$ cat src/rtl/cx_pkg.sv
package cx_pkg;
    localparam int HALF_W = 16;
    localparam int WORD_W = 32;
    localparam int LO_W   = 3;
    localparam int REG_W  = 4;

    localparam logic [3:0] COND_ALWAYS = 4'b1110;

    typedef enum logic [2:0] {
        FORM_BAD,
        FORM_LDSH,
        FORM_SLI,
        FORM_SRI,
        FORM_SLR,
        FORM_SRR,
        FORM_MOVI
    } cx_form_e;

    typedef enum logic [1:0] {
        ST_EMPTY,
        ST_FRESH,
        ST_HELD
    } cx_stage_e;

    function automatic logic [REG_W-1:0] widen(input logic [LO_W-1:0] r);
        return {{(REG_W-LO_W){1'b0}}, r};
    endfunction
endpackage

$ cat src/rtl/cx_decode.sv
module cx_decode
    import cx_pkg::*;
(
    input  logic [HALF_W-1:0] half,
    output cx_form_e          form
);
    always_comb begin
        form = FORM_BAD;
        if (half[15:9] == 7'b0101111)
            form = FORM_LDSH;
        else if (half[15:11] == 5'b00000)
            form = FORM_SLI;
        else if (half[15:11] == 5'b00001)
            form = FORM_SRI;
        else if (half[15:11] == 5'b00100)
            form = FORM_MOVI;
        else if (half[15:6] == 10'b0100000010)
            form = FORM_SLR;
        else if (half[15:6] == 10'b0100000011)
            form = FORM_SRR;
    end
endmodule

$ cat src/rtl/cx_assemble.sv
module cx_assemble
    import cx_pkg::*;
(
    input  logic [HALF_W-1:0] half,
    input  cx_form_e          form,
    output logic [WORD_W-1:0] word,
    output logic              illegal
);
    logic [REG_W-1:0] f_lo, f_mid, f_hi, f_mv;

    assign f_lo  = widen(half[2:0]);
    assign f_mid = widen(half[5:3]);
    assign f_hi  = widen(half[8:6]);
    assign f_mv  = widen(half[10:8]);

    always_comb begin
        illegal = 1'b0;
        word    = '0;
        unique case (form)
            FORM_LDSH: word = {COND_ALWAYS, 8'b00011001, f_mid, f_lo,
                               4'b0000, 4'b1111, f_hi};
            FORM_SLI:  word = {COND_ALWAYS, 8'b00011011, 4'b0000, f_lo,
                               half[10:6], 3'b000, f_mid};
            FORM_SRI:  word = {COND_ALWAYS, 8'b00011011, 4'b0000, f_lo,
                               half[10:6], 3'b010, f_mid};
            FORM_SLR:  word = {COND_ALWAYS, 8'b00011011, 4'b0000, f_lo,
                               f_mid, 4'b0001, f_lo};
            FORM_SRR:  word = {COND_ALWAYS, 8'b00011011, 4'b0000, f_lo,
                               f_mid, 4'b0011, f_lo};
            FORM_MOVI: word = {COND_ALWAYS, 8'b00111011, 4'b0000, f_mv,
                               4'b0000, half[7:0]};
            default:   illegal = 1'b1;
        endcase
    end
endmodule

$ cat src/rtl/cx_outstage.sv
module cx_outstage
    import cx_pkg::*;
(
    input  logic              clk,
    input  logic              rst,
    input  logic              in_valid,
    input  logic [WORD_W-1:0] d_word,
    input  logic              d_illegal,
    output logic              q_valid,
    output logic [WORD_W-1:0] q_word,
    output logic              q_illegal
);
    cx_stage_e state, state_nx;

    always_comb begin
        state_nx = state;
        unique case (state)
            ST_EMPTY: if (in_valid) state_nx = ST_FRESH;
            ST_FRESH: state_nx = in_valid ? ST_FRESH : ST_HELD;
            ST_HELD:  if (in_valid) state_nx = ST_FRESH;
            default:  state_nx = ST_EMPTY;
        endcase
    end

    always_ff @(posedge clk) begin
        if (rst) state <= ST_EMPTY;
        else     state <= state_nx;
    end

    always_ff @(posedge clk) begin
        if (rst) begin
            q_word    <= '0;
            q_illegal <= 1'b0;
        end else if (in_valid) begin
            q_word    <= d_word;
            q_illegal <= d_illegal;
        end
    end

    assign q_valid = (state == ST_FRESH);
endmodule

$ cat src/rtl/cx_expander.sv
module cx_expander
    import cx_pkg::*;
#(
    parameter bit REG_OUT = 1'b1
) (
    input  logic              clk,
    input  logic              rst,
    input  logic              in_valid,
    input  logic [HALF_W-1:0] in_half,
    output logic              out_valid,
    output logic [WORD_W-1:0] out_word,
    output logic              out_illegal
);
    cx_form_e          form;
    logic [WORD_W-1:0] raw_word;
    logic              raw_illegal;

    cx_decode u_dec (.half(in_half), .form(form));
    cx_assemble u_asm (.half(in_half), .form(form), .word(raw_word), .illegal(raw_illegal));

    generate
        if (REG_OUT) begin : g_reg
            cx_outstage u_out (
                .clk(clk), .rst(rst), .in_valid(in_valid),
                .d_word(raw_word), .d_illegal(raw_illegal),
                .q_valid(out_valid), .q_word(out_word), .q_illegal(out_illegal)
            );
        end else begin : g_comb
            assign out_valid   = in_valid;
            assign out_word    = raw_word;
            assign out_illegal = raw_illegal;
        end
    endgenerate
endmodule

$ cat config.mk
export PLATFORM = sky130hd
export DESIGN_NAME = cx_expander
export DESIGN_NICKNAME = d
export VERILOG_FILES = /design/src/rtl/cx_pkg.sv /design/src/rtl/cx_decode.sv /design/src/rtl/cx_assemble.sv /design/src/rtl/cx_outstage.sv /design/src/rtl/cx_expander.sv
export SDC_FILE = /design/constraint.sdc
export NUM_CORES = 1
export LEC_CHECK = 0
export BUFFER_PORTS_ARGS = -buffer_cell sky130_fd_sc_hd__clkbuf_2
export CAP_MARGIN = 25
export CORE_ASPECT_RATIO = 0.7
export CORE_MARGIN = 2
export CORE_UTILIZATION = 35
export CTS_CLUSTER_DIAMETER = 100
export DETAILED_ROUTE_END_ITERATION = 8
export PLACE_DENSITY = 0.69
export SLEW_MARGIN = 10
export SYNTH_ARGS = -nofsm -noshare
export SYNTH_HDL_FRONTEND = slang
export SYNTH_SLANG_ARGS = --single-unit
$ cat constraint.sdc
create_clock -name clk -period 2.05 [get_ports clk]
set_input_delay 0.205 -clock clk [delete_from_list [all_inputs] [get_ports clk]]
set_output_delay 0.205 -clock clk [all_outputs]
set_load 0.005 [all_outputs]
==> results.sh <==
export IMPL_status="finished clean"
export IMPL_max_freq_mhz=735
export IMPL_insertion_delay_ns=0.27
export IMPL_final_setup_tns_ns=0
export IMPL_period_share=0.663
export IMPL_ant_nets=0
export IMPL_placed_cells=230
export IMPL_finalSetupViolCount=0
export IMPL_cts_tree="yes"
export IMPL_crit_family="simple AND/OR/NAND/NOR gates"
export IMPL_required_ns=2.25
export IMPL_synth_common_cells="dfxtp_1, nand2_1, buf_4"
export IMPL_hold_viol=0
export IMPL_synth_xor_area_frac=0.00701
export IMPL_ys_top_cells_by_area="dfxtp_1, buf_4, nand2_1"
export IMPL_skew_ns=0.000000916
export IMPL_yosys_area_share_adder=0
export IMPL_synth_top_family_by_area="compound AO/OA/AOI/OAI gates"
export IMPL_endpoint_kind="flip-flop"
export IMPL_synth_mux_area_frac=0.0160
export IMPL_place_gp_congestion=0.820
export IMPL_dp_hpwl_mm=2.24
export IMPL_ys_ff_latch=24
export IMPL_grt_max_degree=23
export IMPL_cts_hold_buffers=0
export IMPL_drive_gt1_frac=0.397
export IMPL_path_class="in -> reg"
export IMPL_leakage_nw=0.648
export IMPL_highest_layer="met4"
export IMPL_design_portCount=53
export IMPL_placed_area_um2=1480
export IMPL_synthToLayoutAreaGrowth_pct=24.3
export IMPL_drv_cap=0
export IMPL_clockRootBuffer="clkbuf_8"
export IMPL_die_width_um=75.4
export IMPL_ys_flop_type="dfxtp_1"
export IMPL_diodes=0
export IMPL_viasPerCell=4.95
export IMPL_yosysMostFrequentCell="dfxtp_1"
export IMPL_antenna_found_initial=0
export IMPL_cts_sinks=24
export IMPL_critical_path_max_fanout=7
export IMPL_wirelength_mm=2.89
export IMPL_cts_resized=0
export IMPL_cts_clk_slew_worst_paths_ns=0.09
export IMPL_portBuffers=46
export IMPL_ir_drop_mv=0.274
export IMPL_syn_area_per_cell_um2=8.93
export IMPL_yosysWarnings=0
export IMPL_drt_met1_wl_mm=1.37
export IMPL_total_power_w=0.000996
export IMPL_async_flop_share=0
export IMPL_seq_area_um2=480
export IMPL_worstPathCellList="clkbuf_2 > or4_4 > nor3_4 > o311ai_2 > buf_4 > o21ai_0"
export IMPL_stdcell_count=234
export IMPL_h_tree_depth=1
export IMPL_gr_usage_all_layers=0.157
export IMPL_layout_min_cycle_time_ns=1.36
export IMPL_slew_headroom=0.667
export IMPL_critPathMaxStageDelay_ns=0.58
export IMPL_hold_class="in -> reg"
export IMPL_vias=1159
export IMPL_wl_per_cell_um=12.4
export IMPL_critPathLaunchType="input pin"
export IMPL_grt_pass1_vias=1004
export IMPL_grt_pass1_wl_mm=4.75
export IMPL_tightestPinTransition_ns=0.498
export IMPL_synth_simple_area_share=0.212
export IMPL_wl_met3_um=230
export IMPL_cts_buffers=3
export IMPL_n_fill_cell=384
export IMPL_cp_data_arrival_time_ns=1.56
export IMPL_rsz0062_at_grt="no"
export IMPL_wl_met2_mm=1.24
export IMPL_drt_pass1_iter_count=4
export IMPL_post_cts_buffers=0
export IMPL_final_nets=204
export IMPL_initial_core_util=0.360
export IMPL_synth_compound_area_frac=0.263
export IMPL_syn_area_um2=1250
export IMPL_die_h_um=54
export IMPL_critPathBufInv=2
export IMPL_synth_distinct_cells=42
export IMPL_coreArea_um2=3470
export IMPL_yosysTopAreaCell="dfxtp_1"
export IMPL_maxSlewViolCount=0
export IMPL_rows=18
export IMPL_drc_errors=0
export IMPL_die_area_um2=4070
export IMPL_first_iter_violations=101
export IMPL_synth_seq_area_share=0.384
export IMPL_synth_cells=140
export IMPL_final_area_um2=1550
export IMPL_synth_edf_count=0
export IMPL_p_per_area_nw_per_um2=641
export IMPL_timing_hold_ws_ns=0.238
export IMPL_gr_total_overflow=0
export IMPL_cp_slowest_cell="or4_4"
export IMPL_cts_buffer_depth=2
export IMPL_multiInputGateArea_um2=646
export IMPL_synthDominantCellAreaShare=0.384
where the power goes:
part,internal (W),total (W),switching [W]
clock,0.000261,0.000411,0.000150
combinational,0.0000435,0.000106,0.0000630
sequential,0.000474,0.000479,0.00000497
total,0.000778,0.000996,0.000218
layout make-up:
cell class              count  share of cell area
clock buffers               3              0.0266
well taps                  50              0.0403
multi-input cells         100               0.415
repair buffers             53               0.182
inverters                   3             0.00725
clock inverters             1              0.0193
flip-flops and latches     24               0.309
cell families (layout without fill, tap and decap cells):
group | count (synthesis) | in the layout
XOR/XNOR | 1 | 1
AND/OR/NAND/NOR | 49 | 49
buffers and inverters | 21 | 60
flip-flops | 24 | 24
multiplexers | 2 | 2
other | 1 | 6
AO/OA/AOI/OAI | 42 | 42
layer usage:
| metal | vias up | track usage |
|---|---|---|
| li1 | 582 | - |
| met1 | 527 | 0.217 |
| met2 | 45 | 0.236 |
| met3 | 5 | 0.0375 |
| met4 | 0 | 0.0614 |
| met5 | - | 0 |
sequential cells by signal (all words and copies together), names as in the netlist:
name,count
g_reg.u_out.q_word,21
g_reg.u_out.state,2
g_reg.u_out.q_illegal,1
worst paths after layout:
kind,start,depth (start not counted),slack (ns),endpoint
worst min register to register,g_reg.u_out.q_word[10]$_SDFFE_PP0P_,2,0.46,g_reg.u_out.q_word[10]$_SDFFE_PP0P_
worst max register to register,g_reg.u_out.q_word[0]$_SDFFE_PP0P_,2,1.21,g_reg.u_out.q_word[0]$_SDFFE_PP0P_
worst min-delay path,in_half[3],3,0.24,g_reg.u_out.q_word[16]$_SDFFE_PP0P_
worst max-delay path,in_half[9],6,0.69,g_reg.u_out.q_word[7]$_SDFFE_PP0P_
per-stage QoR:
stage / setup slack [ns] / util
2_1_floorplan: 0.502 / -
3_3_place_gp: 0.462 / 0.427
3_5_place_dp: 0.424 / 0.427
4_1_cts: 0.711 / 0.448
5_1_grt: 0.637 / 0.448
6_report: 0.690 / 0.448
worst reg2reg max path: stages, from the launching register on:
cell and delay (ns):
dfxtp_1 0.34, a222oi_1 0.31, a22oi_2 0.08
cells in the final DEF, fill, tap and decap left out, types with 3 or more instances in the layout:
cell / n
clkbuf_2: 46
dfxtp_1: 24
nand2_1: 16
o21ai_0: 8
nor2_1: 7
buf_4: 7
a21oi_1: 6
o21ai_2: 6
conb_1: 6
nand2b_1: 5
nand3_1: 5
nor3_1: 3
inv_1: 3
a32o_1: 3
a31oi_1: 3
a22oi_1: 3
a222oi_1: 3
a22oi_2: 3
clkbuf_8: 3
Power figures use the tool's default switching activity.
